### config.mk
export PLATFORM = sky130hd
export DESIGN_NAME = fbs_scanout
export DESIGN_NICKNAME = d
export VERILOG_FILES = /design/src/rtl/fbs_pkg.sv /design/src/rtl/fbs_timing.sv /design/src/rtl/fbs_regs.sv /design/src/rtl/fbs_addr.sv /design/src/rtl/fbs_unpack.sv /design/src/rtl/fbs_scanout.sv
export SDC_FILE = /design/constraint.sdc
export NUM_CORES = 1
export LEC_CHECK = 0
export BUFFER_PORTS_ARGS = -buffer_cell sky130_fd_sc_hd__buf_2
export CORE_MARGIN = 5
export CORE_UTILIZATION = 54
export DETAILED_ROUTE_END_ITERATION = 16
export GPL_ROUTABILITY_DRIVEN = 1
export GPL_TIMING_DRIVEN = 0
export MAX_ROUTING_LAYER = met4
export PLACE_DENSITY = 0.87
export SETUP_SLACK_MARGIN = 0.1
export SYNTH_ARGS = -nofsm -noshare
export SYNTH_HDL_FRONTEND = slang
export SYNTH_SLANG_ARGS = --single-unit
### constraint.sdc
create_clock -name clk -period 3.5 [get_ports clk]
set_input_delay 0.7 -clock clk [delete_from_list [all_inputs] [get_ports clk]]
set_output_delay 0.7 -clock clk [all_outputs]
set_load 0.03 [all_outputs]
### src/rtl/fbs_pkg.sv
package fbs_pkg;
    // Control word as seen by the scan logic; bit 0 is enable, bit 1 rotation.
    typedef struct packed {
        logic rot;
        logic en;
    } fbs_ctl_t;

    typedef struct packed {
        logic [7:0] r;
        logic [7:0] g;
        logic [7:0] b;
    } fbs_rgb_t;
endpackage

### src/rtl/fbs_timing.sv
module fbs_timing #(
    parameter int H_ACT = 640,
    parameter int H_FP  = 16,
    parameter int H_SYN = 96,
    parameter int H_BP  = 48,
    parameter int V_ACT = 480,
    parameter int V_FP  = 10,
    parameter int V_SYN = 2,
    parameter int V_BP  = 33,
    parameter int HW    = 10,
    parameter int VW    = 10
) (
    input  logic          clk,
    input  logic          rst_n,
    output logic [HW-1:0] pos_x,
    output logic [VW-1:0] pos_y,
    output logic          in_view,
    output logic          hs_n,
    output logic          vs_n,
    output logic          vblank_start
);
    localparam int H_TOT = H_ACT + H_FP + H_SYN + H_BP;
    localparam int V_TOT = V_ACT + V_FP + V_SYN + V_BP;
    localparam int HS_BEG = H_ACT + H_FP;
    localparam int HS_END = HS_BEG + H_SYN;
    localparam int VS_BEG = V_ACT + V_FP;
    localparam int VS_END = VS_BEG + V_SYN;

    typedef struct packed {
        logic [HW-1:0] h;
        logic [VW-1:0] v;
    } pos_t;

    pos_t pos_d, pos_q;

    always_comb begin
        pos_d = pos_q;
        if (pos_q.h == HW'(H_TOT - 1)) begin
            pos_d.h = '0;
            if (pos_q.v == VW'(V_TOT - 1)) begin
                pos_d.v = '0;
            end else begin
                pos_d.v = pos_q.v + 1'b1;
            end
        end else begin
            pos_d.h = pos_q.h + 1'b1;
        end
    end

    always_ff @(posedge clk or negedge rst_n) begin
        if (!rst_n) begin
            pos_q <= '0;
        end else begin
            pos_q <= pos_d;
        end
    end

    assign pos_x        = pos_q.h;
    assign pos_y        = pos_q.v;
    assign in_view      = (pos_q.h < HW'(H_ACT)) && (pos_q.v < VW'(V_ACT));
    assign hs_n         = !((pos_q.h >= HW'(HS_BEG)) && (pos_q.h < HW'(HS_END)));
    assign vs_n         = !((pos_q.v >= VW'(VS_BEG)) && (pos_q.v < VW'(VS_END)));
    assign vblank_start = (pos_q.h == '0) && (pos_q.v == VW'(V_ACT));

    // vertical sync may only move at the start of a line
    a_r1_vsync_line_aligned: assert property (@(posedge clk) disable iff (!rst_n)
        !$stable(vs_n) |-> (pos_q.h == '0));
endmodule

### src/rtl/fbs_regs.sv
module fbs_regs
    import fbs_pkg::*;
#(
    parameter int BASE_KEEP = 11
) (
    input  logic                 clk,
    input  logic                 rst_n,
    input  logic                 wr,
    input  logic                 sel_ctl,
    input  logic [31:0]          wdata,
    output logic [31:0]          rdata,
    input  logic                 vblank_start,
    output logic [BASE_KEEP-1:0] live_base,
    output fbs_ctl_t             live_ctl
);
    localparam int LOW_W = 32 - BASE_KEEP;

    typedef struct packed {
        logic [BASE_KEEP-1:0] sh_base;
        fbs_ctl_t             sh_ctl;
        logic [BASE_KEEP-1:0] lv_base;
        fbs_ctl_t             lv_ctl;
    } regs_t;

    regs_t regs_d, regs_q;

    logic unused_wbits;
    assign unused_wbits = ^wdata[LOW_W-1:2];

    always_comb begin
        regs_d = regs_q;
        // The scan side takes the values held before any write of this cycle.
        if (vblank_start) begin
            regs_d.lv_base = regs_q.sh_base;
            regs_d.lv_ctl  = regs_q.sh_ctl;
        end
        if (wr) begin
            if (sel_ctl) begin
                regs_d.sh_ctl = fbs_ctl_t'(wdata[1:0]);
            end else begin
                regs_d.sh_base = wdata[31 -: BASE_KEEP];
            end
        end
    end

    always_ff @(posedge clk or negedge rst_n) begin
        if (!rst_n) begin
            regs_q <= '0;
        end else begin
            regs_q <= regs_d;
        end
    end

    assign rdata     = sel_ctl ? {30'd0, regs_q.sh_ctl} : {regs_q.sh_base, {LOW_W{1'b0}}};
    assign live_base = regs_q.lv_base;
    assign live_ctl  = regs_q.lv_ctl;
endmodule

### src/rtl/fbs_addr.sv
module fbs_addr
    import fbs_pkg::*;
#(
    parameter int H_ACT       = 640,
    parameter int V_ACT       = 480,
    parameter int HW          = 10,
    parameter int VW          = 10,
    parameter int STRIDE_LOG2 = 10,
    parameter int BASE_KEEP   = 11
) (
    input  logic                 clk,
    input  logic                 rst_n,
    input  logic [HW-1:0]        pos_x,
    input  logic [VW-1:0]        pos_y,
    input  logic                 in_view,
    input  logic                 hs_n_in,
    input  logic                 vs_n_in,
    input  fbs_ctl_t             ctl,
    input  logic [BASE_KEEP-1:0] base,
    output logic                 req,
    output logic [31:0]          addr,
    output logic                 hs_n_out,
    output logic                 vs_n_out
);
    localparam int OFS_W = 32 - BASE_KEEP;
    localparam int ROW_W = OFS_W - STRIDE_LOG2 - 2;

    typedef struct packed {
        logic        req;
        logic [31:0] addr;
        logic        hs_n;
        logic        vs_n;
    } fetch_t;

    fetch_t f_d, f_q;
    logic [31:0] col_w, row_w;

    always_comb begin
        // Rotation mirrors both indices so the scan visits words in reverse.
        col_w = ctl.rot ? (32'(H_ACT - 1) - 32'(pos_x)) : 32'(pos_x);
        row_w = ctl.rot ? (32'(V_ACT - 1) - 32'(pos_y)) : 32'(pos_y);
        f_d      = f_q;
        f_d.req  = in_view && ctl.en;
        f_d.addr = {base, ROW_W'(row_w), STRIDE_LOG2'(col_w), 2'b00};
        f_d.hs_n = hs_n_in;
        f_d.vs_n = vs_n_in;
    end

    always_ff @(posedge clk or negedge rst_n) begin
        if (!rst_n) begin
            f_q      <= '0;
            f_q.hs_n <= 1'b1;
            f_q.vs_n <= 1'b1;
        end else begin
            f_q <= f_d;
        end
    end

    assign req      = f_q.req;
    assign addr     = f_q.addr;
    assign hs_n_out = f_q.hs_n;
    assign vs_n_out = f_q.vs_n;

    // padding columns of a row are never fetched
    a_r2_col_in_view: assert property (@(posedge clk) disable iff (!rst_n)
        f_q.req |-> (f_q.addr[STRIDE_LOG2+1:2] < STRIDE_LOG2'(H_ACT)));
endmodule

### src/rtl/fbs_unpack.sv
module fbs_unpack
    import fbs_pkg::*;
(
    input  logic        clk,
    input  logic        rst_n,
    input  logic        req,
    input  logic [31:0] rdata,
    input  logic        hs_n_in,
    input  logic        vs_n_in,
    output fbs_rgb_t    pix,
    output logic        hs_n_out,
    output logic        vs_n_out
);
    typedef struct packed {
        logic     pend;
        logic     hs_n2;
        logic     vs_n2;
        fbs_rgb_t pix;
        logic     hs_n3;
        logic     vs_n3;
    } up_t;

    up_t u_d, u_q;

    logic unused_top;
    assign unused_top = ^rdata[31:24];

    always_comb begin
        u_d       = u_q;
        u_d.pend  = req;
        u_d.hs_n2 = hs_n_in;
        u_d.vs_n2 = vs_n_in;
        u_d.hs_n3 = u_q.hs_n2;
        u_d.vs_n3 = u_q.vs_n2;
        if (u_q.pend) begin
            u_d.pix.r = rdata[23:16];
            u_d.pix.g = rdata[15:8];
            u_d.pix.b = rdata[7:0];
        end else begin
            u_d.pix = '0;
        end
    end

    always_ff @(posedge clk or negedge rst_n) begin
        if (!rst_n) begin
            u_q       <= '0;
            u_q.hs_n2 <= 1'b1;
            u_q.vs_n2 <= 1'b1;
            u_q.hs_n3 <= 1'b1;
            u_q.vs_n3 <= 1'b1;
        end else begin
            u_q <= u_d;
        end
    end

    assign pix      = u_q.pix;
    assign hs_n_out = u_q.hs_n3;
    assign vs_n_out = u_q.vs_n3;
endmodule

### src/rtl/fbs_scanout.sv
module fbs_scanout
    import fbs_pkg::*;
#(
    parameter int H_ACT       = 640,
    parameter int H_FP        = 16,
    parameter int H_SYN       = 96,
    parameter int H_BP        = 48,
    parameter int V_ACT       = 480,
    parameter int V_FP        = 10,
    parameter int V_SYN       = 2,
    parameter int V_BP        = 33,
    parameter int STRIDE_LOG2 = 10,
    parameter int BASE_KEEP   = 11
) (
    input  logic        clk,
    input  logic        rst_n,
    input  logic        reg_wr,
    input  logic        reg_sel,
    input  logic [31:0] reg_wdata,
    output logic [31:0] reg_rdata,
    output logic        mem_req,
    output logic [31:0] mem_addr,
    input  logic [31:0] mem_rdata,
    output logic        hsync_n,
    output logic        vsync_n,
    output logic [7:0]  red,
    output logic [7:0]  green,
    output logic [7:0]  blue
);
    localparam int H_TOT = H_ACT + H_FP + H_SYN + H_BP;
    localparam int V_TOT = V_ACT + V_FP + V_SYN + V_BP;
    localparam int HW    = $clog2(H_TOT);
    localparam int VW    = $clog2(V_TOT);

    logic [HW-1:0]        t_x;
    logic [VW-1:0]        t_y;
    logic                 t_view, t_hs_n, t_vs_n, t_vbs;
    logic [BASE_KEEP-1:0] lv_base;
    fbs_ctl_t             lv_ctl;
    logic                 a_hs_n, a_vs_n;
    fbs_rgb_t             pix;

    fbs_timing #(
        .H_ACT(H_ACT), .H_FP(H_FP), .H_SYN(H_SYN), .H_BP(H_BP),
        .V_ACT(V_ACT), .V_FP(V_FP), .V_SYN(V_SYN), .V_BP(V_BP),
        .HW(HW), .VW(VW)
    ) u_timing (
        .clk(clk), .rst_n(rst_n),
        .pos_x(t_x), .pos_y(t_y), .in_view(t_view),
        .hs_n(t_hs_n), .vs_n(t_vs_n), .vblank_start(t_vbs)
    );

    fbs_regs #(.BASE_KEEP(BASE_KEEP)) u_regs (
        .clk(clk), .rst_n(rst_n),
        .wr(reg_wr), .sel_ctl(reg_sel), .wdata(reg_wdata), .rdata(reg_rdata),
        .vblank_start(t_vbs), .live_base(lv_base), .live_ctl(lv_ctl)
    );

    fbs_addr #(
        .H_ACT(H_ACT), .V_ACT(V_ACT), .HW(HW), .VW(VW),
        .STRIDE_LOG2(STRIDE_LOG2), .BASE_KEEP(BASE_KEEP)
    ) u_addr (
        .clk(clk), .rst_n(rst_n),
        .pos_x(t_x), .pos_y(t_y), .in_view(t_view),
        .hs_n_in(t_hs_n), .vs_n_in(t_vs_n),
        .ctl(lv_ctl), .base(lv_base),
        .req(mem_req), .addr(mem_addr),
        .hs_n_out(a_hs_n), .vs_n_out(a_vs_n)
    );

    fbs_unpack u_unpack (
        .clk(clk), .rst_n(rst_n),
        .req(mem_req), .rdata(mem_rdata),
        .hs_n_in(a_hs_n), .vs_n_in(a_vs_n),
        .pix(pix), .hs_n_out(hsync_n), .vs_n_out(vsync_n)
    );

    assign red   = pix.r;
    assign green = pix.g;
    assign blue  = pix.b;

    // a request always follows a visible raster position
    a_r4_req_needs_view: assert property (@(posedge clk) disable iff (!rst_n)
        mem_req |-> $past(t_view));

    // any colour must trace back to a request two clocks earlier
    a_r6_colour_needs_fetch: assert property (@(posedge clk) disable iff (!rst_n)
        (|{red, green, blue}) |-> $past(mem_req, 2));

    // the scan-side control word changes only after vertical blanking starts
    a_r8_ctl_at_vblank: assert property (@(posedge clk) disable iff (!rst_n)
        !$stable(lv_ctl) |-> $past(t_vbs));
endmodule

==> impl_metrics.py <==
metrics = {
    "worst_setup_path": {
        "cp-startpoint": "reg_sel",
        "rr_startpoint": "u_timing.pos_y[0]",
        "crit_path_frequent_cell": "buf_2",
        "cpPeakStageDelay_ns": 0.39,
        "critical_path_required_ns": 2.80,
        "critPathKind": "in -> out",
        "startpoint_type": "input pin",
        "cp.buffers_inverters": 3,
        "cp-end-kind": "primary output",
        "cp_max_fo": 10,
        "r2r_slack_ns": 1.40,
        "path_cells": "buf_2, clkbuf_1, and2_1, buf_2",
        "cpLargestDelayFamily": "buffers and inverters",
        "cp.arrival_ns": 1.65,
        "cp_slowest_cell": "clkbuf_1",
    },
    "clocking": {
        "hold_buffers": 0,
        "clockRootBuffer": "clkbuf_8",
        "cts_max_path_buffers": 2,
        "post_cts_buffers": 0,
        "clock_latency_ns": 0.36,
        "cts_resized": 0,
        "cts_buffers": 9,
        "cts_max_level": 3,
        "clkSinkCount": 108,
        "cts_tree": "done",
        "path_clk_slew_ns": 0.09,
    },
    "grt": {
        "grt_pass1_vias": 2957,
        "track_usage_pct": 17.9,
        "grt.overflow.total": 0,
        "grt_max_degree": 56,
        "grt_pass1_wl_um": 13900,
        "antenna_found_initial": 0,
    },
    "sta": {
        "tightest_slew_ns": 0.705,
        "period_share_pct": 67.0,
        "drv_slew": 0,
        "max-slew-margin-rel_pct": 53.0,
        "fmax_mhz": 426,
        "period_needed_ns": 2.35,
        "rsz0062_at_grt": "false",
        "setup_viol": 0,
        "skew_ns": 0.00881,
        "setup-tns-final_ns": 0,
        "hold_viol": 0,
        "hold_slack_ns": 0.364,
    },
    "route": {
        "num_vias": 2890,
        "postRouteAntennaNets": 0,
        "wl_per_cell_um": 14.3,
        "drt-initial-drc-count": 68,
        "drt_first_pass_iters": 4,
        "drcViolationCount": 0,
        "wl_um": 8620,
        "detail_route.vias_per_cell": 4.81,
    },
    "floorplanning": {
        "die_w_um": 102,
        "initial_core_util_pct": 55.2,
        "core.rowCount": 33,
        "fp.dieArea_mm2": 0.0103,
        "pin_count": 159,
        "die_h_um": 102,
        "core_mm2": 0.00822,
    },
    "worst_hold_path": {
        "hold_class": "reg -> reg",
        "min_from": "u_unpack.u_d[0]",
    },
    "cells_and_area": {
        "area.growth.synth_to_final_pct": 21.9,
        "diodes": 0,
        "fill_cells": 637,
        "drive_above_1_share_pct": 45.0,
        "nNetsFinal": 567,
    },
    "synthesis": {
        "async_reset_ff_share_pct": 100,
        "synth_edf_count": 0,
        "synth_top_area_cell": "dfrtp_1",
        "synth_cell_types": 42,
        "synth_top_area_share_pct": 56.2,
        "synth-warning-count": 0,
        "yosysMostFrequentCell": "dfrtp_1",
        "syn_avg_cell_area_um2": 13.0,
        "ys_ff_latch": 108,
        "synth-main-ff-cell": "dfrtp_1",
        "synthesis.area_mm2": 0.00454,
        "synth_common_cells": "dfrtp_1 (102), buf_4 (47), mux2_2 (28), and2_1 (26), xor2_1 (17)",
        "synthTopCellsByArea": "dfrtp_1 (56%), buf_4 (7.8%), mux2_2 (6.9%)",
        "synthCells": 349,
        "ys_seq_area_share_pct": 59.7,
    },
    "place": {
        "dp_hpwl_um": 6260,
        "place.gp.congestion": 0.864,
        "io_buffer_count": 110,
    },
    "power_and_ir_drop": {
        "power.density_mw_per_mm2": 406,
        "ir_worst_vdd_v": 0.000202,
        "p_leak_nw": 3.06,
    },
    "run_status": {
        "outcome": "completed",
    },
    "run": {
        "drv_cap": 0,
    },
}
[final timing paths]
check | to | cells past startpoint
worst max-delay path | reg_rdata[1] | 4
worst min-delay path | u_unpack.vs_n_out | 0
worst max register to register | u_regs.live_base[3] | 8
worst min register to register | u_unpack.vs_n_out | 0
max in group asynchronous | u_unpack.vs_n_out | 2
min in group asynchronous | u_regs.live_base[8] | 1
[flip-flops by register name, indices dropped and copies added, names as in the netlist]
signal	count
u_addr.addr	30
u_unpack.pix	24
u_regs.regs_q	13
u_regs.live_base	11
u_timing.pos_x	10
u_timing.pos_y	10
u_regs.live_ctl	2
u_unpack.u_d	2
u_addr.hs_n_out	1
u_addr.req	1
u_addr.vs_n_out	1
u_unpack.hs_n_out	1
u_unpack.u_q	1
u_unpack.vs_n_out	1
[metal layers]
layer / global-route usage [%] / up-vias / share of wire, %
met1: 21.7 / 1424 / 39
met2: 30.0 / 88 / 52
met5: - / - / 0
met3: 3.93 / 12 / 7.6
li1: - / 1366 / -
met4: 5.42 / 0 / 1.4
[cell type report]
cell class	count	area, um2	share of cell area, %
inverters	8	30.0	0.543
clock buffers	10	138	2.49
multi-input cells	193	1410	25.5
clock inverters	6	70.1	1.27
well taps	105	131	2.37
plain buffers	60	464	8.39
flip-flops and latches	108	2710	49.0
repair buffers	111	581	10.5
[kinds of logic (layout without fill, tap and decap cells)]
group	Yosys count	in the layout	synth area share, %
XOR/XNOR	27	27	5.21
flip-flops	108	108	59.7
adder cells (fa/ha/maj)	8	8	2.21
AO/OA/AOI/OAI	12	12	1.68
other	1	21	0.0826
multiplexers	29	29	7.17
buffers and inverters	68	195	10.9
AND/OR/NAND/NOR	96	96	13.1
[worst register-to-register path, stage by stage, from the launching register on]
cell and delay (ns):
dfrtp_1 0.47, inv_1 0.12, ha_1 0.16, nor4b_1 0.21, and4_1 0.23, and4b_1 0.19, buf_4 0.14, buf_8 0.14
mux2_2 0.34
[cell usage in the layout (no fill, tap or decap), types with 2 or more instances in the layout]
master    netlist  routed
clkbuf_8        2      12
or3_4           2       2
clkinv_4        0       2
nor4b_1         2       2
and3_1          5       5
dfrtp_1       102     102
conb_1          1      21
nor2_1          9       9
inv_1           8       8
buf_2           1     110
xor2_1         17      17
buf_4          47      48
nand3_1        10      10
and2_1         26      26
dfstp_2         6       6
mux2_2         28      28
clkbuf_1        4       4
ha_1            8       8
nand4_1         6       6
xnor2_1        10      10
nor2b_1        13      13
inv_6           0       2
and4_1          2       2
nor3_1          3       3
a21oi_1         3       3
a22o_1          2       2
nand2_1         9       9
o21ai_0         4       4
buf_6           4       4
[report_power, final]
part / total (mW) / internal, mW / switching [mW]
Combinational: 0.187 / 0.0726 / 0.115
Clock: 0.774 / 0.357 / 0.416
Sequential: 1.28 / 1.27 / 0.0154
Total: 2.25 / 1.70 / 0.546
[through the flow]
stage | instance area (um2) | total power, mW | utilization (%) | setup WS (ns) | cells
after floorplan | 4610 | 1.42 | - | 1.47 | 369
after global routing | 5530 | 2.34 | 67.4 | 1.04 | 601
after detailed placement | 5330 | 1.50 | 64.8 | 1.10 | 585
after global placement | 5300 | 1.49 | 64.5 | 0.650 | 584
after CTS | 5530 | 2.26 | 67.4 | 1.10 | 601
final | 5530 | 2.25 | 67.4 | 1.15 | 601
Power figures use the tool's default switching activity.
